[src/rtl/retire_pkg.sv]
package retire_pkg;
  localparam int CNT_W = 2;

  typedef enum logic [2:0] {
    CLS_INT    = 3'd0,
    CLS_LOAD   = 3'd1,
    CLS_STORE  = 3'd2,
    CLS_FLOAT  = 3'd3,
    CLS_BRANCH = 3'd4,
    CLS_SYSTEM = 3'd5
  } instClass_e;

  typedef struct packed {
    logic             valid;
    logic             finished;
    logic             exc;
    logic             spec;
    instClass_e       cls;
    logic [CNT_W-1:0] crCnt;
    logic [CNT_W-1:0] gprCnt;
    logic [CNT_W-1:0] fprCnt;
  } slot_t;

  typedef struct packed {
    logic take0;
    logic take1;
    logic raiseExc;
  } retireCtl_t;
endpackage

[src/rtl/retire_ctrl.sv]
module retire_ctrl
  import retire_pkg::*;
#(
  parameter int MAX_UPD = 2
) (
  input  slot_t      slot0,
  input  slot_t      slot1,
  output retireCtl_t ctl
);
  localparam int SUM_W = CNT_W + 1;

  function automatic logic fitsLimit(input logic [CNT_W-1:0] a, input logic [CNT_W-1:0] b);
    logic [SUM_W-1:0] total;
    total = {1'b0, a} + {1'b0, b};
    return total <= SUM_W'(MAX_UPD);
  endfunction

  logic headReady;
  logic youngReady;
  logic classOk;
  logic portsOk;

  always_comb begin
    headReady  = slot0.valid && slot0.finished && !slot0.exc;
    youngReady = slot1.valid && slot1.finished && !slot1.exc && !slot1.spec;
    classOk    = (slot1.cls == CLS_INT) || (slot1.cls == CLS_LOAD);
    portsOk    = fitsLimit(slot0.crCnt, slot1.crCnt)
              && fitsLimit(slot0.gprCnt, slot1.gprCnt)
              && fitsLimit(slot0.fprCnt, slot1.fprCnt);
    ctl.take0    = headReady;
    ctl.take1    = headReady && youngReady && classOk && portsOk;
    ctl.raiseExc = slot0.valid && slot0.finished && slot0.exc;
  end
endmodule

[src/rtl/retire_queue.sv]
module retire_queue
  import retire_pkg::*;
#(
  parameter int TAG_W = 3
) (
  input  logic             clk,
  input  logic             rstN,
  input  logic             pushValid,
  input  slot_t            pushEntry,
  input  logic             finishValid,
  input  logic [TAG_W-1:0] finishTag,
  input  logic             resolve,
  input  retireCtl_t       ctl,
  output slot_t            headSlot0,
  output slot_t            headSlot1,
  output logic             retire0,
  output logic             retire1,
  output logic             excStrobe,
  output logic [1:0]       popCount,
  output logic [TAG_W-1:0] retireTag
);
  localparam int DEPTH = 1 << TAG_W;

  slot_t            entries [DEPTH];
  logic [TAG_W-1:0] headPtr;
  logic [TAG_W-1:0] headNext;
  logic [TAG_W-1:0] tailPtr;
  logic             pushAccept;
  logic [1:0]       popNow;

  assign headNext   = headPtr + TAG_W'(1);
  assign pushAccept = pushValid && !entries[tailPtr].valid;
  assign popNow     = {1'b0, ctl.take0} + {1'b0, ctl.take1};
  assign headSlot0  = entries[headPtr];
  assign headSlot1  = entries[headNext];

  for (genvar i = 0; i < DEPTH; i++) begin : g_entry
    slot_t ent;
    logic  popHere;
    assign popHere = (ctl.take0 && headPtr == TAG_W'(i)) || (ctl.take1 && headNext == TAG_W'(i));
    always_ff @(posedge clk) begin
      if (!rstN) begin
        ent <= '0;
      end else begin
        if (resolve) ent.spec <= 1'b0;
        if (finishValid && finishTag == TAG_W'(i)) ent.finished <= 1'b1;
        if (popHere) ent.valid <= 1'b0;
        if (pushAccept && tailPtr == TAG_W'(i)) ent <= pushEntry;
      end
    end
    assign entries[i] = ent;
  end

  always_ff @(posedge clk) begin
    if (!rstN) begin
      headPtr   <= '0;
      tailPtr   <= '0;
      retire0   <= 1'b0;
      retire1   <= 1'b0;
      excStrobe <= 1'b0;
      popCount  <= '0;
      retireTag <= '0;
    end else begin
      headPtr   <= headPtr + TAG_W'(popNow);
      if (pushAccept) tailPtr <= tailPtr + TAG_W'(1);
      retire0   <= ctl.take0;
      retire1   <= ctl.take1;
      excStrobe <= ctl.raiseExc;
      popCount  <= popNow;
      retireTag <= headPtr;
    end
  end
endmodule

[src/rtl/retire_pair_unit.sv]
module retire_pair_unit
  import retire_pkg::*;
#(
  parameter int TAG_W   = 3,
  parameter int MAX_UPD = 2
) (
  input  logic             clk,
  input  logic             rstN,
  input  logic             pushValid,
  input  logic             pushFinished,
  input  logic             pushExc,
  input  logic             pushSpec,
  input  logic [2:0]       pushClass,
  input  logic [1:0]       pushCr,
  input  logic [1:0]       pushGpr,
  input  logic [1:0]       pushFpr,
  input  logic             finishValid,
  input  logic [TAG_W-1:0] finishTag,
  input  logic             resolve,
  output logic             retire0,
  output logic             retire1,
  output logic             excStrobe,
  output logic [1:0]       popCount,
  output logic [TAG_W-1:0] retireTag
);
  slot_t      pushEntry;
  slot_t      headSlot0;
  slot_t      headSlot1;
  retireCtl_t ctl;

  always_comb begin
    pushEntry.valid    = 1'b1;
    pushEntry.finished = pushFinished;
    pushEntry.exc      = pushExc;
    pushEntry.spec     = pushSpec;
    pushEntry.cls      = instClass_e'(pushClass);
    pushEntry.crCnt    = pushCr;
    pushEntry.gprCnt   = pushGpr;
    pushEntry.fprCnt   = pushFpr;
  end

  retire_ctrl #(.MAX_UPD(MAX_UPD)) u_ctrl (
    .slot0(headSlot0),
    .slot1(headSlot1),
    .ctl  (ctl)
  );

  retire_queue #(.TAG_W(TAG_W)) u_queue (
    .clk        (clk),
    .rstN       (rstN),
    .pushValid  (pushValid),
    .pushEntry  (pushEntry),
    .finishValid(finishValid),
    .finishTag  (finishTag),
    .resolve    (resolve),
    .ctl        (ctl),
    .headSlot0  (headSlot0),
    .headSlot1  (headSlot1),
    .retire0    (retire0),
    .retire1    (retire1),
    .excStrobe  (excStrobe),
    .popCount   (popCount),
    .retireTag  (retireTag)
  );
endmodule

[config.mk]
export PLATFORM = sky130hd
export DESIGN_NAME = retire_pair_unit
export DESIGN_NICKNAME = d
export VERILOG_FILES = /design/src/rtl/retire_pkg.sv /design/src/rtl/retire_ctrl.sv /design/src/rtl/retire_queue.sv /design/src/rtl/retire_pair_unit.sv
export SDC_FILE = /design/constraint.sdc
export NUM_CORES = 1
export LEC_CHECK = 0
export ABC_AREA = 1
export BUFFER_PORTS_ARGS = -buffer_cell sky130_fd_sc_hd__buf_4
export CORE_ASPECT_RATIO = 0.7
export CORE_UTILIZATION = 45
export DETAILED_ROUTE_END_ITERATION = 16
export PLACE_DENSITY_LB_ADDON = 0.3
export SETUP_SLACK_MARGIN = 0.3
export SYNTH_ARGS = -nofsm -noshare
export SYNTH_HDL_FRONTEND = slang
export SYNTH_SLANG_ARGS = --single-unit
[constraint.sdc]
create_clock -name clk -period 7.3 [get_ports clk]
set_input_delay 1.095 -clock clk [delete_from_list [all_inputs] [get_ports clk]]
set_output_delay 1.095 -clock clk [all_outputs]
set_load 0.01 [all_outputs]
# After elaboration in Yosys (flattened, before gate mapping)
# Index checks and enable logic that the tools add are counted.
[word_totals]
register_bits = 118
out_inout_bits = 8
word_cells = 236
[op_classes]
addsub = 7
n_lt_le_gt_ge = 6
n_eq_ne = 29
n_mux = 34
n_bitwise = 3
reduce_logical = 86
[op_table]
columns = ["cell", "count"]
rows = [
  ["13-bit 2-to-1 mux", 14],
  ["13-bit binary-select mux with 3-bit select", 3],
  ["3-bit == test (second input constant)", 16],
  ["2-bit nonzero test", 24],
  ["1-bit logical AND", 44],
  ["3-bit by 2-bit == test with 1-bit output (second input constant)", 8],
  ["1-bit 2-to-1 mux", 17],
  ["3-bit by 1-bit == test with 1-bit output (second input constant)", 5],
  ["3-bit zero test", 5],
  ["4-bit greater-or-equal comparator (second input constant)", 3],
  ["3-bit inverter with 4-bit output", 3],
  ["2-bit by 2-bit adder with 3-bit output", 3],
  ["3-bit by 2-bit less-or-equal comparator with 1-bit output (second input constant)", 3],
  ["1-bit logical OR", 9],
  ["3-bit by 1-bit adder with 3-bit output (second input constant)", 2],
  ["1-bit zero test", 4],
  ["3-bit by 2-bit adder with 3-bit output", 1],
  ["1-bit by 1-bit adder with 2-bit output", 1],
]

# Depth between registers and ports, before layout
[depth]
ltp_word = 15
depth_mapped = 25
ltp_nobuf = 19

# Hierarchy
# A second synthesis with hierarchy kept.
[unflattened]
hier_cells = 1114
area_unflattened_um2 = 7079.3
[modules_own_cells]
columns = ["mod", "instances", "cells_per_inst", "area_per_inst_um2"]
rows = [
  ["retire_queue", 1, 1084, 6861.6],
  ["retire_ctrl", 1, 29, 214.0],
  ["retire_pair_unit", 1, 1, 3.8],
]

# Worst setup path before layout
# No wires, ideal clock.
[synth_path]
path_kind = "register to register"
start = "register u_queue.headPtr[0]"
end = "register u_queue.headPtr[2]"
t_arrival_ns = 4.171
t_required_ns = 7.174
slack_ns = 3.003
path_stages_with_launch = 26
synth_period_minus_slack_ns = 4.297
cell_sequence = "dfxtp_1 buf_4 inv_4 buf_6 buf_2 buf_2 ha_1 clkbuf_1 clkbuf_1 a21oi_1 o21ai_0 o21ai_0 nor2_1 a31oi_1 ha_1 fa_1 a21oi_1 and3_1 nand4_1 inv_1 ha_1 ha_1 inv_1 fa_1 xor2_1 nor2_1"
[synth_rtl]
columns = ["element", "line", "source"]
rows = [
  ["start, declared", "retire_queue.sv:25", "logic [TAG_W-1:0] headPtr;"],
  ["start signal, assigned", "retire_queue.sv:64", "headPtr <= headPtr + TAG_W'(popNow);"],
]

==> impl_results.md <==
* Worst hold slack at 0.464 ns
* Kind of critical path: reg -> reg
* CP Capture Type: flop
* Fin util at 0.508
* Worst Setup Start Kind: flop
* CTS resizes at 0
* Pwr dens at just over 300 nW/µm²
* First-pass DRT Iterations at 6
* Clock buffer depth at 2
* Largest net degree at the start of global routing at 78
* Synth Cell Area at 6020 µm²
* Synthesized flop and latch total at between 100 and 150
* Core area at around 13000 µm²
* Diode count at 0
* Drt wl/cell at 16.2 µm
* Mean post-synth cell area at ~6.8 µm²
* Reg area at 2200 µm²
* Clk_lat worst skew at around 0.36 ns
* Slew Viols, Final at 0
* Tmin final at 4.73 ns
* Clock power frac at 0.289
* Slew headroom at 0.521
* Synth Instances at 879
* Sw frac at 0.382
* Internal Power at ~0.0012 W
* Boundary Pins at 28
* Clock Pin Slew Worst Setup and Hold Paths at ~0.070 ns
* Final setup viols at 0
* Main synth FF type: dfxtp_1
* CP required at roughly 7.6 ns
* Routed Antenna Nets at 0
* CP Max Fanout at 65
* Run status: finished, final reports clean
* Initial antenna violation count at 0
* Synth Net Count at slightly above 900
* Register area share after synthesis at 0.366
* Ys Warns at 0
* Initial DRC count at between 500 and 600
* Synth async-reset ratio at 0
* Area Growth Syn to Fin at 7.32%
* Overall power at 0.00198 W
* Leakage at roughly 2.8 nW
* Area contributors post-synth: dfxtp_1 37%, nor2_1 11%, o21ai_0 8.7%
* Die area at roughly 14000 µm²
* Arrival time at the worst endpoint at roughly 5.0 ns
* # H-tree levels at 3
* Fmax at 0.212 GHz
* Total Nets Final at around 900
* Synth unique cells at 36
* Via-per-instance ratio at between 5 and 6
* DR DRC count at 0
* Num CTS Buffers at 9
* Die width at roughly 140 µm
* Maxcap violations at 0
* Setup Fix Bufs, Post-CTS at 0
* Multi-input logic area at 3110 µm²
* Cts hold-fix bufs at 0
* Unrepaired setup endpoints after global routing: no
* Grt ovf at 0
* Initial Util at 0.473
* PortBufs at 26
* Via count at about 5600
* Fill cells at roughly 1300
* Fin Clk Skew at 0.00626 ns
* Share of cells above drive strength 1 at 0.111
* Final period util at 0.647
* VDD IR-drop max at between 0.00015 and 0.0002 V
* HP Class: reg -> reg
* Commonest non-fill, non-tap cells in the layout: 170 x nor2_1, 112 x nand2_1, 109 x dfxtp_1
* Root Driver: clkbuf_16
* TNS Setup at 0 ns
* Chip Height at around 100 µm
* Global-route wire length before repair at roughly 26000 µm
* CTS tree: done
* RD Place Congestion at between 0.8 and 0.9
* Worst Setup Slack, final at around 2.6 ns
* Vias in the first global route at between 4000 and 5000
* Final wirelength at around 17000 µm
* Synth top area share at 0.366
* Final hold viol count at 0
* Logic pwr share at 0.367
* Commonest non-fill, non-tap cell in the layout: nor2_1
* Sequential Power Share at 0.344
* Pre-CTS setup slack at 2.66 ns
* DP HPWL at between 10000 and 15000 µm
* Cell taking the most area after synthesis: dfxtp_1
* Row count at 34
* Slew @ Worst Pin at 0.719 ns
* Clk sinks at 110
* Tot GR Track Use at 0.248
* EDFF count, synth at 0
* Sw power at roughly 0.00076 W
kinds of logic after synthesis:
logic type / synth area share
and+or+nand+nor: 0.271
xor gates and xnor gates: 0.00146
AOI/OAI and AO/OA: 0.194
buffers and inverters: 0.116
DFF: 0.366
adders and majority gates: 0.0507
through the flow:
| stage | cells | instance area (µm²) |
|---|---|---|
| 6_report | 1029 | 6460 |
| 2_1_floorplan | 879 | 6020 |
| 3_5_place_dp | 1013 | 6110 |
| 3_3_place_gp | 1013 | 6110 |
| 4_1_cts | 1029 | 6460 |
| 5_1_grt | 1029 | 6460 |
path summary, 6_finish.rpt:
kind	endpoint	slack [ns]	cells past startpoint	from
setup / recovery	u_queue.headPtr[1]	2.57	17	u_queue.headPtr[0]
hold / removal	u_queue.entries[15]	0.46	2	u_queue.entries[15]
setup reg to reg	u_queue.headPtr[1]	2.57	17	u_queue.headPtr[0]
hold reg to reg	u_queue.entries[15]	0.46	2	u_queue.entries[15]
power by group through the flow:
stage                     Sequential, W  Clock [W]  Combinational [W]
after floorplan                0.000688          0           0.000559
after global placement         0.000694          0           0.000705
after detailed placement       0.000695          0           0.000708
after CTS                      0.000681   0.000584           0.000715
after global routing           0.000687   0.000606           0.000809
final                          0.000682   0.000573           0.000727
registers in the layout (all words and copies together) (netlist names):
name / count
u_queue.entries: 96
u_queue.headPtr: 3
u_queue.retireTag: 3
u_queue.tailPtr: 3
u_queue.popCount: 2
u_queue.excStrobe: 1
u_queue.retire0: 1
u_queue.retire1: 1
final cells by class:
| class | count | share of cell area |
|---|---|---|
| repair buffers | 33 | 0.0384 |
| flip-flops and latches | 110 | 0.341 |
| clock inverters | 5 | 0.0165 |
| clock buffers | 11 | 0.0376 |
| well taps | 162 | 0.0314 |
| inverters | 89 | 0.0525 |
| multi-input cells | 619 | 0.482 |
Yosys cell counts, types with 4 or more instances:
cell,count
o211ai_1,6
o21ai_1,13
buf_4,9
inv_1,73
o21ai_0,104
a21oi_2,10
clkbuf_1,30
a21oi_1,69
nor2_4,4
nand3_1,49
nand4_1,9
inv_2,11
nor3_1,14
fa_1,4
nor2_1,170
dfxtp_1,110
buf_6,9
a31oi_1,13
nand2_2,10
nand2_4,5
ha_1,18
nand2_1,112
buf_2,11
routing by layer:
layer / part of all wire / track usage / vias up
li1: - / - / 2818
met1: 0.49 / 0.383 / 2552
met2: 0.41 / 0.358 / 235
met3: 0.085 / 0.0394 / 20
met4: 0.010 / 0.0516 / 0
met5: 0 / 0 / -
critical path, stage by stage (launching register included):
cell and delay, ns:
dfxtp_2 0.35, buf_4 0.55, ha_1 0.28, ha_1 0.35, inv_1 0.45, nor2_1 0.10
a31oi_1 0.17, ha_1 0.18, fa_1 0.41, a21oi_1 0.29, and3_1 0.27, nand4_1 0.14
inv_1 0.09, ha_1 0.24, ha_1 0.18, inv_1 0.07, fa_1 0.41, nor2_1 0.10
Note: power is estimated with default switching activity, not from simulation.
